`src/rtl/stat_report.sv`:
```
module stat_report #(
  parameter int DW = 8
) (
  input  logic          clk,
  input  logic          rst_n,
  input  logic [DW-1:0] ev_set,
  input  logic [DW-1:0] dev_stat,
  input  logic          host_req,
  input  logic [2:0]    host_op,
  input  logic [DW-1:0] host_wdata,
  output logic [DW-1:0] host_rdata,
  output logic          host_rvalid,
  output logic          srq,
  output logic          mss
);
  localparam int PON_BIT = DW - 1;
  localparam int SUM_BIT = 6;
  localparam int ESB_BIT = 5;
  localparam logic [DW-1:0] SUM_MASK = DW'(1) << SUM_BIT;
  localparam logic [DW-1:0] PON_VAL  = DW'(1) << PON_BIT;

  localparam logic [2:0] OP_WR_ESE = 3'd0;
  localparam logic [2:0] OP_WR_SRE = 3'd1;
  localparam logic [2:0] OP_RD_ESE = 3'd2;
  localparam logic [2:0] OP_RD_SRE = 3'd3;
  localparam logic [2:0] OP_RD_ESR = 3'd4;
  localparam logic [2:0] OP_RD_STB = 3'd5;
  localparam logic [2:0] OP_CLEAR  = 3'd6;
  localparam logic [2:0] OP_POLL   = 3'd7;

  logic [DW-1:0] esr, ese, sre, stb_base, rd_val;
  logic          esb, mss_q, rise, is_read;

  wire do_poll  = host_req && host_op == OP_POLL;
  wire do_clear = host_req && host_op == OP_CLEAR;
  wire esr_wipe = host_req && (host_op == OP_RD_ESR || host_op == OP_CLEAR);

  assign esb  = |(esr & ese);
  assign rise = mss && !mss_q;
  assign mss  = |(stb_base & sre & ~SUM_MASK);

  always_comb begin
    stb_base = dev_stat & ~SUM_MASK;
    stb_base[ESB_BIT] = esb;
  end

  always_comb begin
    is_read = 1'b1;
    rd_val  = '0;
    case (host_op)
      OP_RD_ESE: rd_val = ese;
      OP_RD_SRE: rd_val = sre;
      OP_RD_ESR: rd_val = esr;
      OP_RD_STB: rd_val = stb_base | (mss ? SUM_MASK : '0);
      OP_POLL:   rd_val = stb_base | (srq ? SUM_MASK : '0);
      default:   is_read = 1'b0;
    endcase
  end

  always_ff @(posedge clk or negedge rst_n) begin
    if (!rst_n) begin
      esr   <= PON_VAL;
      ese   <= '0;
      sre   <= '0;
      mss_q <= 1'b0;
      srq   <= 1'b0;
    end else begin
      esr   <= (esr_wipe ? '0 : esr) | ev_set;
      mss_q <= mss;
      if (host_req && host_op == OP_WR_ESE) ese <= host_wdata;
      if (host_req && host_op == OP_WR_SRE) sre <= host_wdata & ~SUM_MASK;
      if (rise) srq <= 1'b1;
      else if (do_poll || do_clear) srq <= 1'b0;
    end
  end

  always_ff @(posedge clk or negedge rst_n) begin
    if (!rst_n) begin
      host_rdata  <= '0;
      host_rvalid <= 1'b0;
    end else begin
      host_rvalid <= host_req && is_read;
      if (host_req && is_read) host_rdata <= rd_val;
    end
  end
endmodule


```
`config.mk`:
```
export PLATFORM = sky130hd
export DESIGN_NAME = stat_report
export DESIGN_NICKNAME = d
export VERILOG_FILES = /design/src/rtl/stat_report.sv
export SDC_FILE = /design/constraint.sdc
export NUM_CORES = 1
export LEC_CHECK = 0
export BUFFER_PORTS_ARGS = -buffer_cell sky130_fd_sc_hd__buf_2
export CORE_UTILIZATION = 30
export CTS_CLUSTER_SIZE = 20
export DETAILED_ROUTE_END_ITERATION = 7
export PLACE_DENSITY = 0.48
export SETUP_SLACK_MARGIN = 0.05
export SYNTH_ARGS = -nofsm -noshare
export SYNTH_HDL_FRONTEND = slang
export SYNTH_SLANG_ARGS = --single-unit
```
`constraint.sdc`:
```
create_clock -name clk -period 1.5 [get_ports clk]
set_clock_uncertainty 0.2 [all_clocks]
set_input_delay 0.15 -clock clk [delete_from_list [all_inputs] [get_ports clk]]
set_output_delay 0.15 -clock clk [all_outputs]
set_load 0.1 [all_outputs]
```
==> flow_metrics.tcl <==
set metrics [dict create \
    drive_gt1_share_pct 55.1 \
    globalRouteOverflowTotal 0 \
    synth.net_count 156 \
    nets 254 \
    critPathKind "register to output pin" \
    min_path_type "input port to register" \
    worst_setup_path_end_kind "output pin" \
    outcome "finished, violations left" \
    core_um2 5110 \
    synth_warnings 0 \
    min_period_ps 1840 \
    start_kind "register" \
    yosys.area.top_type "dfrtp_1" \
    routedWlPerCell_um 14.6 \
    ys_top_cells_by_count "dfrtp_1 (33), mux2_2 (21), a22oi_1 (12)" \
    slew_headroom_pct 67.7 \
    syn_to_final_growth_pct 59.2 \
    cts_tree "yes" \
    ant_nets 0 \
    initial_core_util_pct 31.2 \
    drt-total-wl_mm 4.31 \
    ys_top_cells_by_area "dfrtp_1 (52%), mux2_2 (15%), a22oi_1 (5.7%)" \
    vias_per_cell 4.67 \
    power.static_leakage_uw 0.00115 \
    clock_path_buffers 2 \
    htreeDepth 2 \
    drv_cap 0 \
    powerDensity_nw_per_um2 1240 \
    die_area_um2 5600 \
    cts_made_buffers 5 \
    port_buffers 38 \
    synth_edf_count 0 \
    dpl-instance-area_um2 2200 \
    finalHoldViolations 0 \
    die_x_um 74.9 \
    rsz0062_at_grt "yes" \
    ir_drop_v 0.000464 \
    yosysMostFrequentCell "dfrtp_1" \
    drt_iter0_drc 58 \
    grt_pass1_vias 1426 \
    cp_data_required_time_ps 1150 \
    drc 0 \
    synth_top_area_share_pct 51.8 \
    violations "setup timing" \
    slew_viol_final 0 \
    rows 26 \
    antenna_found_initial 0 \
    insertedDiodeCount 0 \
    design_area_um2 2540 \
    syn_area_per_cell_um2 12.6 \
    ys_seq_elements 34 \
    cts.clk_slew.worst_paths_ps 70 \
    grtUsageTotal_pct 17.6 \
    ios 41 \
    synth_ff_type "dfrtp_1" \
    cts-root-buf "clkbuf_8" \
    final-setup-viol-count 4 \
    syn-instance-count 126 \
    grt_pass1_wl_mm 7.00 \
    crit_arrival_ps 1490 \
    syn_area_um2 1590 \
    yosysSeqAreaShare_pct 53.5 \
    hold_slack_ps 55.0 \
    cts.sink_count 34 \
    async_flop_share_pct 100 \
    crit_path_max_fanout 2 \
    num_vias 1378 \
    dpl.hpwl_mm 3.32 \
    gp_routability_congestion 0.786 \
    worst_pin_slew_ps 488 \
    ys_types 32 \
    drt-pass1-iter-count 4 \
    grt_max_degree 19 \
    fp.dieH_um 74.9 \
    fmax_mhz 545 \
    clk_latency_ps 290 \
    fin_ws_ps -336 \
    timing.final.crit_share_pct 122 \
]
==> metal layers <==
layer	routed length (um)	part of all wire, %	track usage [%]
met3	181	4.2	4.69
met4	101	2.3	8.81
met2	1960	45	26.7
met1	2070	48	23.1
met5	0	0	0
==> layout by cell type, fill, tap and decap left out, types with 3 or more instances in the layout <==
cell           instances
a21o_1                 8
a21oi_1                3
a22oi_1                7
a22oi_2                5
buf_12                 4
buf_2                 33
buf_4                 39
clkbuf_8               6
dfrtp_1               27
dfrtp_2                5
dlygate4sd3_1         18
mux2_2                20
mux2i_1                5
nand2_1                3
nand3_1                3
nor2_1                 4
o22ai_1                6
==> registers in the layout (all words and copies together), names as in the netlist <==
signal,flops
sre,7
esr,8
ese,8
srq,1
mss_q,1
host_rvalid,1
host_rdata,8
==> path summary, 6_finish.rpt <==
path                               start             to  slack [ps]  depth (start not counted)
setup / recovery                  ese[3]            mss        -340                          4
hold / removal                  host_req            srq          60                          3
setup reg to reg                  ese[3]  host_rdata[6]        -190                          5
hold reg to reg            host_rdata[0]  host_rdata[0]         310                          1
max in group asynchronous          rst_n  host_rdata[1]         490                          3
min in group asynchronous          rst_n            srq         150                          2
==> metrics by stage <==
stage               utilization [%]  setup TNS [ps]  total power, uW  instances  worst slack (ps)
floorplan                         -            -157             1950        126             -84.0
global placement               43.1            -663             2370        266              -127
detailed placement             43.1           -1330             2390        266              -133
CTS                            49.2            -816             3170        294              -356
global route                   49.7           -1120             3320        295              -409
finish                         49.7            -758             3150        295              -336
==> cell families (layout without fill, tap and decap cells) <==
logic type      count (synthesis)  in the layout  share of synthesized area (%)
compound gates                 41             41                           19.2
flops                          34             34                           53.5
simple gates                   16             16                           6.05
buf+inv                         9            108                           3.22
mux                            26             26                           18.0
==> worst max-delay path, stage by stage, from the launching register on <==
cell and delay, ps:
dfrtp_1 400, a22oi_2 200, nand4_1 180, a21o_4 260, buf_12 160
==> what timing repair did <==
item | CTS | global route
setup buffers | 2 | 1
pin swaps | 3 | 4
endpoints found under the hold margin | 58 | 0
resized for setup | 6 | 4
hold buffers | 18 | 0
setup endpoints to repair | 5 | 8
==> report_power, final <==
group | internal [uW] | switching (uW) | total [uW]
registers | 1090 | 108 | 1200
logic | 523 | 733 | 1260
clock network | 374 | 322 | 696
==> area by class of cell <==
| type | count | area, um^2 |
|---|---|---|
| clock buffers | 8 | 90.1 |
| fillers | 491 | 2570 |
| inverters | 4 | 17.5 |
| multi-input cells | 83 | 746 |
| flip-flops and latches | 34 | 862 |
| well taps | 70 | 87.6 |
| repair buffers | 96 | 733 |
Note: power is estimated with default switching activity, not from simulation.
